$ cat src/rtl/chs_seq_pkg.sv
package chs_seq_pkg;
  typedef logic [7:0] byte_t;
  localparam byte_t ST_OK      = 8'h00;
  localparam byte_t ST_OVERRUN = 8'h02;
  typedef struct packed {
    logic [15:0] cyl;
    byte_t       head;
    byte_t       sec;
  } chs_t;
endpackage

$ cat src/rtl/chs_limit_regs.sv
module chs_limit_regs
  import chs_seq_pkg::*;
#(
  parameter int NUM_UNITS = 4,
  parameter int UNIT_W    = 2,
  parameter int POLL_BIT  = 0
) (
  input  logic              clk,
  input  logic              rst_n,
  input  logic              spec_we,
  input  logic [UNIT_W-1:0] spec_unit,
  input  byte_t             spec_type,
  input  byte_t             spec_end_head,
  input  byte_t             spec_end_sec,
  input  logic [UNIT_W-1:0] unit_sel,
  output byte_t             end_head,
  output byte_t             end_sec,
  output logic              polling
);
  byte_t lim_head_q, lim_sec_q;
  byte_t type_q [NUM_UNITS];

  always_ff @(posedge clk or negedge rst_n) begin
    if (!rst_n) begin
      lim_head_q <= '0;
      lim_sec_q  <= '0;
    end else if (spec_we) begin
      lim_head_q <= spec_end_head;
      lim_sec_q  <= spec_end_sec;
    end
  end

  for (genvar u = 0; u < NUM_UNITS; u++) begin : g_unit
    logic wr_en;
    assign wr_en = spec_we && (spec_unit == UNIT_W'(u));
    always_ff @(posedge clk or negedge rst_n) begin
      if (!rst_n)     type_q[u] <= '0;
      else if (wr_en) type_q[u] <= spec_type;
    end
  end

  assign end_head = lim_head_q;
  assign end_sec  = lim_sec_q;
  assign polling  = ~type_q[unit_sel][POLL_BIT];

  p_limit_hold_r5: assert property (@(posedge clk) disable iff (!rst_n)
    !spec_we |=> $stable(lim_head_q) && $stable(lim_sec_q));
endmodule

$ cat src/rtl/chs_stepper.sv
module chs_stepper
  import chs_seq_pkg::*;
(
  input  logic  clk,
  input  logic  rst_n,
  input  logic  load,
  input  byte_t ld_phys_head,
  input  byte_t ld_cyl_hi_n,
  input  byte_t ld_cyl_lo,
  input  byte_t ld_head,
  input  byte_t ld_sector,
  input  byte_t ld_count,
  input  logic  adv,
  input  logic  acc,
  input  byte_t end_head,
  input  byte_t end_sec,
  output chs_t  pos,
  output byte_t phys_head,
  output byte_t count,
  output logic  done,
  output byte_t status
);
  chs_t  pos_q,  pos_d;
  byte_t phys_q, phys_d, cnt_q, cnt_d, st_q, st_d;
  logic  act_q,  act_d, done_q, done_d;
  logic  sec_wrap, head_wrap;

  assign sec_wrap  = pos_q.sec  >= end_sec;
  assign head_wrap = pos_q.head >= end_head;

  always_comb begin
    pos_d  = pos_q;
    phys_d = phys_q;
    cnt_d  = cnt_q;
    st_d   = st_q;
    act_d  = act_q;
    done_d = done_q;
    if (load) begin
      pos_d.cyl  = {~ld_cyl_hi_n, ld_cyl_lo};
      pos_d.head = ld_head;
      pos_d.sec  = ld_sector;
      phys_d     = ld_phys_head;
      cnt_d      = ld_count;
      st_d       = ST_OK;
      act_d      = 1'b1;
      done_d     = 1'b0;
    end else if (act_q && (adv || acc) && cnt_q == 8'd0) begin
      st_d   = ST_OVERRUN;
      act_d  = 1'b0;
      done_d = 1'b1;
    end else if (act_q && adv) begin
      if (!sec_wrap) begin
        pos_d.sec = pos_q.sec + 8'd1;
      end else begin
        pos_d.sec = 8'd0;
        if (!head_wrap) begin
          pos_d.head = pos_q.head + 8'd1;
        end else begin
          pos_d.head = 8'd0;
          pos_d.cyl  = pos_q.cyl + 16'd1;
        end
      end
      cnt_d = cnt_q - 8'd1;
      if (cnt_q == 8'd1) begin
        st_d   = ST_OK;
        act_d  = 1'b0;
        done_d = 1'b1;
      end
    end
  end

  always_ff @(posedge clk or negedge rst_n) begin
    if (!rst_n) begin
      pos_q  <= '0;
      phys_q <= '0;
      cnt_q  <= '0;
      st_q   <= '0;
      act_q  <= 1'b0;
      done_q <= 1'b0;
    end else begin
      pos_q  <= pos_d;
      phys_q <= phys_d;
      cnt_q  <= cnt_d;
      st_q   <= st_d;
      act_q  <= act_d;
      done_q <= done_d;
    end
  end

  assign pos       = pos_q;
  assign phys_head = phys_q;
  assign count     = cnt_q;
  assign done      = done_q;
  assign status    = st_q;

  p_sector_step_r3: assert property (@(posedge clk) disable iff (!rst_n)
    act_q && adv && !load && cnt_q != 8'd0 |=>
      (pos_q.sec == 8'd0) || (pos_q.sec == $past(pos_q.sec) + 8'd1));
  p_head_hold_r4: assert property (@(posedge clk) disable iff (!rst_n)
    act_q && adv && !load && cnt_q != 8'd0 && pos_q.sec < end_sec |=>
      $stable(pos_q.head) && $stable(pos_q.cyl));
  p_count_dec_r6: assert property (@(posedge clk) disable iff (!rst_n)
    act_q && adv && !load && cnt_q != 8'd0 |=> cnt_q == $past(cnt_q) - 8'd1);
  p_done_freeze_r6: assert property (@(posedge clk) disable iff (!rst_n)
    done_q && !load |=> $stable(pos_q) && $stable(cnt_q) && done_q);
  p_overrun_r7: assert property (@(posedge clk) disable iff (!rst_n)
    act_q && (adv || acc) && !load && cnt_q == 8'd0 |=>
      done_q && st_q == ST_OVERRUN);
  p_load_clear_r10: assert property (@(posedge clk) disable iff (!rst_n)
    load |=> !done_q);
endmodule

$ cat src/rtl/chs_lba_calc.sv
module chs_lba_calc
  import chs_seq_pkg::*;
#(
  parameter int SPT   = 18,
  parameter int HEADS = 9,
  parameter int LBA_W = 24
) (
  input  chs_t             pos,
  output logic [LBA_W-1:0] lba
);
  localparam int CYL_MUL = SPT * HEADS;
  assign lba = LBA_W'(pos.cyl)  * LBA_W'(CYL_MUL)
             + LBA_W'(pos.head) * LBA_W'(SPT)
             + LBA_W'(pos.sec);
endmodule

$ cat src/rtl/chs_addr_seq.sv
module chs_addr_seq
  import chs_seq_pkg::*;
#(
  parameter int NUM_UNITS = 4,
  parameter int UNIT_W    = $clog2(NUM_UNITS),
  parameter int SPT       = 18,
  parameter int HEADS     = 9,
  parameter int LBA_W     = $clog2(SPT * HEADS * 65536)
) (
  input  logic              clk,
  input  logic              rst_n,
  input  logic              spec_we,
  input  logic [UNIT_W-1:0] spec_unit,
  input  logic [7:0]        spec_type,
  input  logic [7:0]        spec_end_head,
  input  logic [7:0]        spec_end_sec,
  input  logic [UNIT_W-1:0] unit_sel,
  output logic              polling,
  input  logic              ld_we,
  input  logic [7:0]        ld_phys_head,
  input  logic [7:0]        ld_cyl_hi_n,
  input  logic [7:0]        ld_cyl_lo,
  input  logic [7:0]        ld_head,
  input  logic [7:0]        ld_sector,
  input  logic [7:0]        ld_count,
  input  logic              sec_adv,
  input  logic              data_acc,
  output logic [15:0]       cyl,
  output logic [7:0]        head,
  output logic [7:0]        sector,
  output logic [7:0]        remaining,
  output logic [LBA_W-1:0]  lba,
  output logic              done,
  output logic [7:0]        end_status,
  output logic [55:0]       result
);
  logic [1:0] rst_sync_q;
  logic       rst_int_n;
  byte_t      end_head, end_sec, phys;
  chs_t       pos;

  always_ff @(posedge clk or negedge rst_n) begin
    if (!rst_n) rst_sync_q <= 2'b00;
    else        rst_sync_q <= {rst_sync_q[0], 1'b1};
  end
  assign rst_int_n = rst_sync_q[1];

  chs_limit_regs #(.NUM_UNITS(NUM_UNITS), .UNIT_W(UNIT_W), .POLL_BIT(0)) limits_i (
    .clk(clk), .rst_n(rst_int_n), .spec_we(spec_we), .spec_unit(spec_unit),
    .spec_type(spec_type), .spec_end_head(spec_end_head),
    .spec_end_sec(spec_end_sec), .unit_sel(unit_sel),
    .end_head(end_head), .end_sec(end_sec), .polling(polling)
  );

  chs_stepper stepper_i (
    .clk(clk), .rst_n(rst_int_n), .load(ld_we),
    .ld_phys_head(ld_phys_head), .ld_cyl_hi_n(ld_cyl_hi_n),
    .ld_cyl_lo(ld_cyl_lo), .ld_head(ld_head), .ld_sector(ld_sector),
    .ld_count(ld_count), .adv(sec_adv), .acc(data_acc),
    .end_head(end_head), .end_sec(end_sec), .pos(pos), .phys_head(phys),
    .count(remaining), .done(done), .status(end_status)
  );

  chs_lba_calc #(.SPT(SPT), .HEADS(HEADS), .LBA_W(LBA_W)) lba_i (
    .pos(pos), .lba(lba)
  );

  assign cyl    = pos.cyl;
  assign head   = pos.head;
  assign sector = pos.sec;
  assign result = {remaining, pos.sec, pos.head, pos.cyl[7:0],
                   ~pos.cyl[15:8], phys, end_status};

  p_result_cyl_r9: assert property (@(posedge clk) disable iff (!rst_int_n)
    ld_we |=> result[23:16] == $past(ld_cyl_hi_n));
endmodule

$ cat config.mk
export PLATFORM = sky130hd
export DESIGN_NAME = chs_addr_seq
export DESIGN_NICKNAME = d
export VERILOG_FILES = /design/src/rtl/chs_seq_pkg.sv /design/src/rtl/chs_limit_regs.sv /design/src/rtl/chs_stepper.sv /design/src/rtl/chs_lba_calc.sv /design/src/rtl/chs_addr_seq.sv
export SDC_FILE = /design/constraint.sdc
export NUM_CORES = 1
export LEC_CHECK = 0
export BUFFER_PORTS_ARGS = -buffer_cell sky130_fd_sc_hd__buf_2
export CORE_MARGIN = 2
export CORE_UTILIZATION = 40
export DETAILED_ROUTE_END_ITERATION = 8
export PLACE_DENSITY_LB_ADDON = 0.05
export SKIP_LAST_GASP = 1
export SYNTH_ARGS = -nofsm -noshare
export SYNTH_HDL_FRONTEND = slang
export SYNTH_SLANG_ARGS = --single-unit
$ cat constraint.sdc
create_clock -name clk -period 10.4 [get_ports clk]
set_clock_uncertainty 0.1 [all_clocks]
set_input_delay 2.08 -clock clk [delete_from_list [all_inputs] [get_ports clk]]
set_output_delay 2.08 -clock clk [all_outputs]
set_load 0.01 [all_outputs]
==> results.cfg <==
[status]
status = complete, no violations

[clocking]
holdBufCountCts = 0
cts_root_buf = clkbuf_16
cts.sinks = 73
numCtsBuffers = 9
clkSlewWorstSetupHoldPaths_ps = 60
post_cts_resized = 0
worstSkewPairLatency_ps = 350
cts_tree = done
htreeDepth = 3
clockBufferDepth = 2
post_cts_buffers = 0

[sta]
finalSetupTns_ps = 0
period_needed_ps = 7912
setup_violations = 0
rsz0062_at_grt = false
slew_headroom_pct = 31.22
max_slew.worst_pin.slew_ps = 1032
hold_slack_ps = 254.7
drv_slew = 0
hold_violations = 0
fmax_mhz = 126.4
min_period_over_period_pct = 76.08
setup_slack_ps = 2488

[die]
core_um2 = 18640
fp-row-count = 50
initial_core_util_pct = 40.69
dieArea_um2 = 20080
fp.dieH_um = 141.7
ios = 212
fp.dieW_um = 141.7

[drt]
vias_per_cell = 5.218
wl_per_cell_um = 15.30
wl_um = 18970
drc = 0
ant_nets = 0
via_count = 6470
first_pass_iters = 4
drt_iter0_drc = 254

[synthesis]
synthFlopType = dfrtp_1
synth.ff_latch_count = 73
synthDominantAreaCellType = dfrtp_1
synthTopCellsByArea = dfrtp_1 (24%), ha_1 (19%), buf_4 (5.1%), fa_1 (4.8%), inv_1 (4.4%)
syn-instance-count = 860
synthArstFlopShare_pct = 100.0
synth_top_cell_area_share_pct = 24.08
yosys_warnings = 0
avgSynthCellArea_um2 = 8.821
ys_seq_area_share_pct = 24.08
synth-edff-count = 0
synth_cell_types = 73
syn-cell-area_um2 = 7586

[final_layout]
design_area_um2 = 8718
fillerInstances = 1861
final_cell_mix = buf_2 (189), ha_1 (116), inv_1 (88)
final_net_count = 1216
area_growth_pct = 14.93
final_common_cell = buf_2
drive_gt1_share_pct = 25.47

[critical_path]
cp_cell_sequence = ha_1, ha_1, ha_1, fa_1, ha_1, a21oi_2, o21ai_2, xor2_1, ha_1, ha_1, and3_1, and2_1, o21ai_0, a21oi_1, nand4_1, a32o_2, o211ai_2, buf_2
cp_slowest_stage_delay_ps = 590
critical_path_class = reg -> out
critPathLaunchType = flop
arrival_ps = 5730
cp.required_ps = 8220
crit_path_start = stepper_i.pos[19]
critPathMaxFanout = 11
cp_common_cell = ha_1
cp_slowest_cell = dfrtp_1
crit_path_end_kind = output pin
rr_startpoint = stepper_i.pos[8]

[hold_path]
hp-class = reg -> reg
worstHoldStart = rst_sync_q[0]

[global_route]
grt_usage_pct = 18.47
overflow = 0
grt_max_degree = 89
grt_pass1_vias = 5666
antenna_found_initial = 1
grt_pass1_wl_um = 29510

[placed_design]
gp_congestion = 0.8160
port_buffers = 190
dpl-instance-area_um2 = 8413
post-place-ws_ps = 2912
dp_hpwl_um = 14590

[flow_run]
max-cap-violations = 0
cells by family after synthesis:
family                   share of synthesized area (%)
XOR/XNOR                                         4.503
AO/OA/AOI/OAI                                    18.90
flip-flops                                       24.08
multiplexers                                     3.183
other                                          0.09900
buffers and inverters                            10.67
AND/OR/NAND/NOR                                  14.68
adder cells (fa/ha/maj)                          23.88
stage by stage:
| step | utilization, % | std cells |
|---|---|---|
| after floorplan | - | 873 |
| final | 46.77 | 1240 |
| after CTS | 46.75 | 1239 |
| after global placement | 45.13 | 1223 |
| after global routing | 46.75 | 1239 |
| after detailed placement | 45.13 | 1223 |
final timing paths:
path / endpoint / slack (ps) / cells past startpoint
min in group asynchronous: limits_i.end_sec[1] / 390 / 0
worst max register to register: stepper_i.pos[11] / 6990 / 10
worst max-delay path: lba[20] / 2490 / 18
worst min register to register: rst_sync_q[1] / 250 / 0
worst min-delay path: rst_sync_q[1] / 250 / 0
max in group asynchronous: rst_sync_q[1] / 8690 / 1
layer usage:
metal | vias to the layer above | GRT usage [%] | part of all wire (%)
met1 | 3031 | 25.55 | 48
met3 | 7 | 3.679 | 4.7
li1 | 3280 | - | -
met5 | - | 0 | 0
met2 | 152 | 30.22 | 47
met4 | 0 | 3.474 | 0.60
layout make-up:
cell class	count	area (um^2)	share of cell area [%]
Antenna cell	1	2.502	0.02870
Multi-Input combinational cell	637	4999	57.33
Sequential cell	73	1831	21.00
Tap cell	234	292.8	3.358
Timing Repair Buffer	191	960.9	11.02
Clock inverter	7	77.57	0.8898
Clock buffer	9	225.2	2.583
Inverter	88	330.3	3.789
Yosys cell counts, drive strengths merged, types with 4 or more instances:
cell,number
o22ai,5
o31ai,5
mux2i,5
xnor2,26
nand3,18
nand4,7
a21o,19
a32oi,7
nand2,67
nor4,7
xor2,13
ha,116
clkbuf,20
o22a,9
fa,18
nor2,38
nand2b,8
o21ai,53
a31oi,8
mux2,15
or2,8
buf,55
a22oi,10
o21a,6
nor2b,4
and3,14
dfrtp,73
o211ai,4
inv,88
a21oi,52
nor3,31
a211oi,6
registers in the layout (all words and copies together) (netlist names):
| name | flops |
|---|---|
| stepper_i.status | 1 |
| stepper_i.act_q | 1 |
| limits_i.end_head | 8 |
| rst_sync_q | 2 |
| stepper_i.count | 8 |
| limits_i.end_sec | 8 |
| stepper_i.pos | 32 |
| stepper_i.done | 1 |
| limits_i.type_q | 4 |
| stepper_i.phys_head | 8 |
worst max-delay path, delay by kind of cell, from the launching register on:
family / cells / cell delay [ps]
buf+inv: 1 / 140
xor+xnor: 1 / 210
simple gates: 3 / 560
compound gates: 6 / 1490
fa+ha+maj: 7 / 2400
flops: 1 / 590
Power is left out: the tool's default activity adds up to more than one toggle a clock period on the data nets, which glitch-free logic cannot reach.
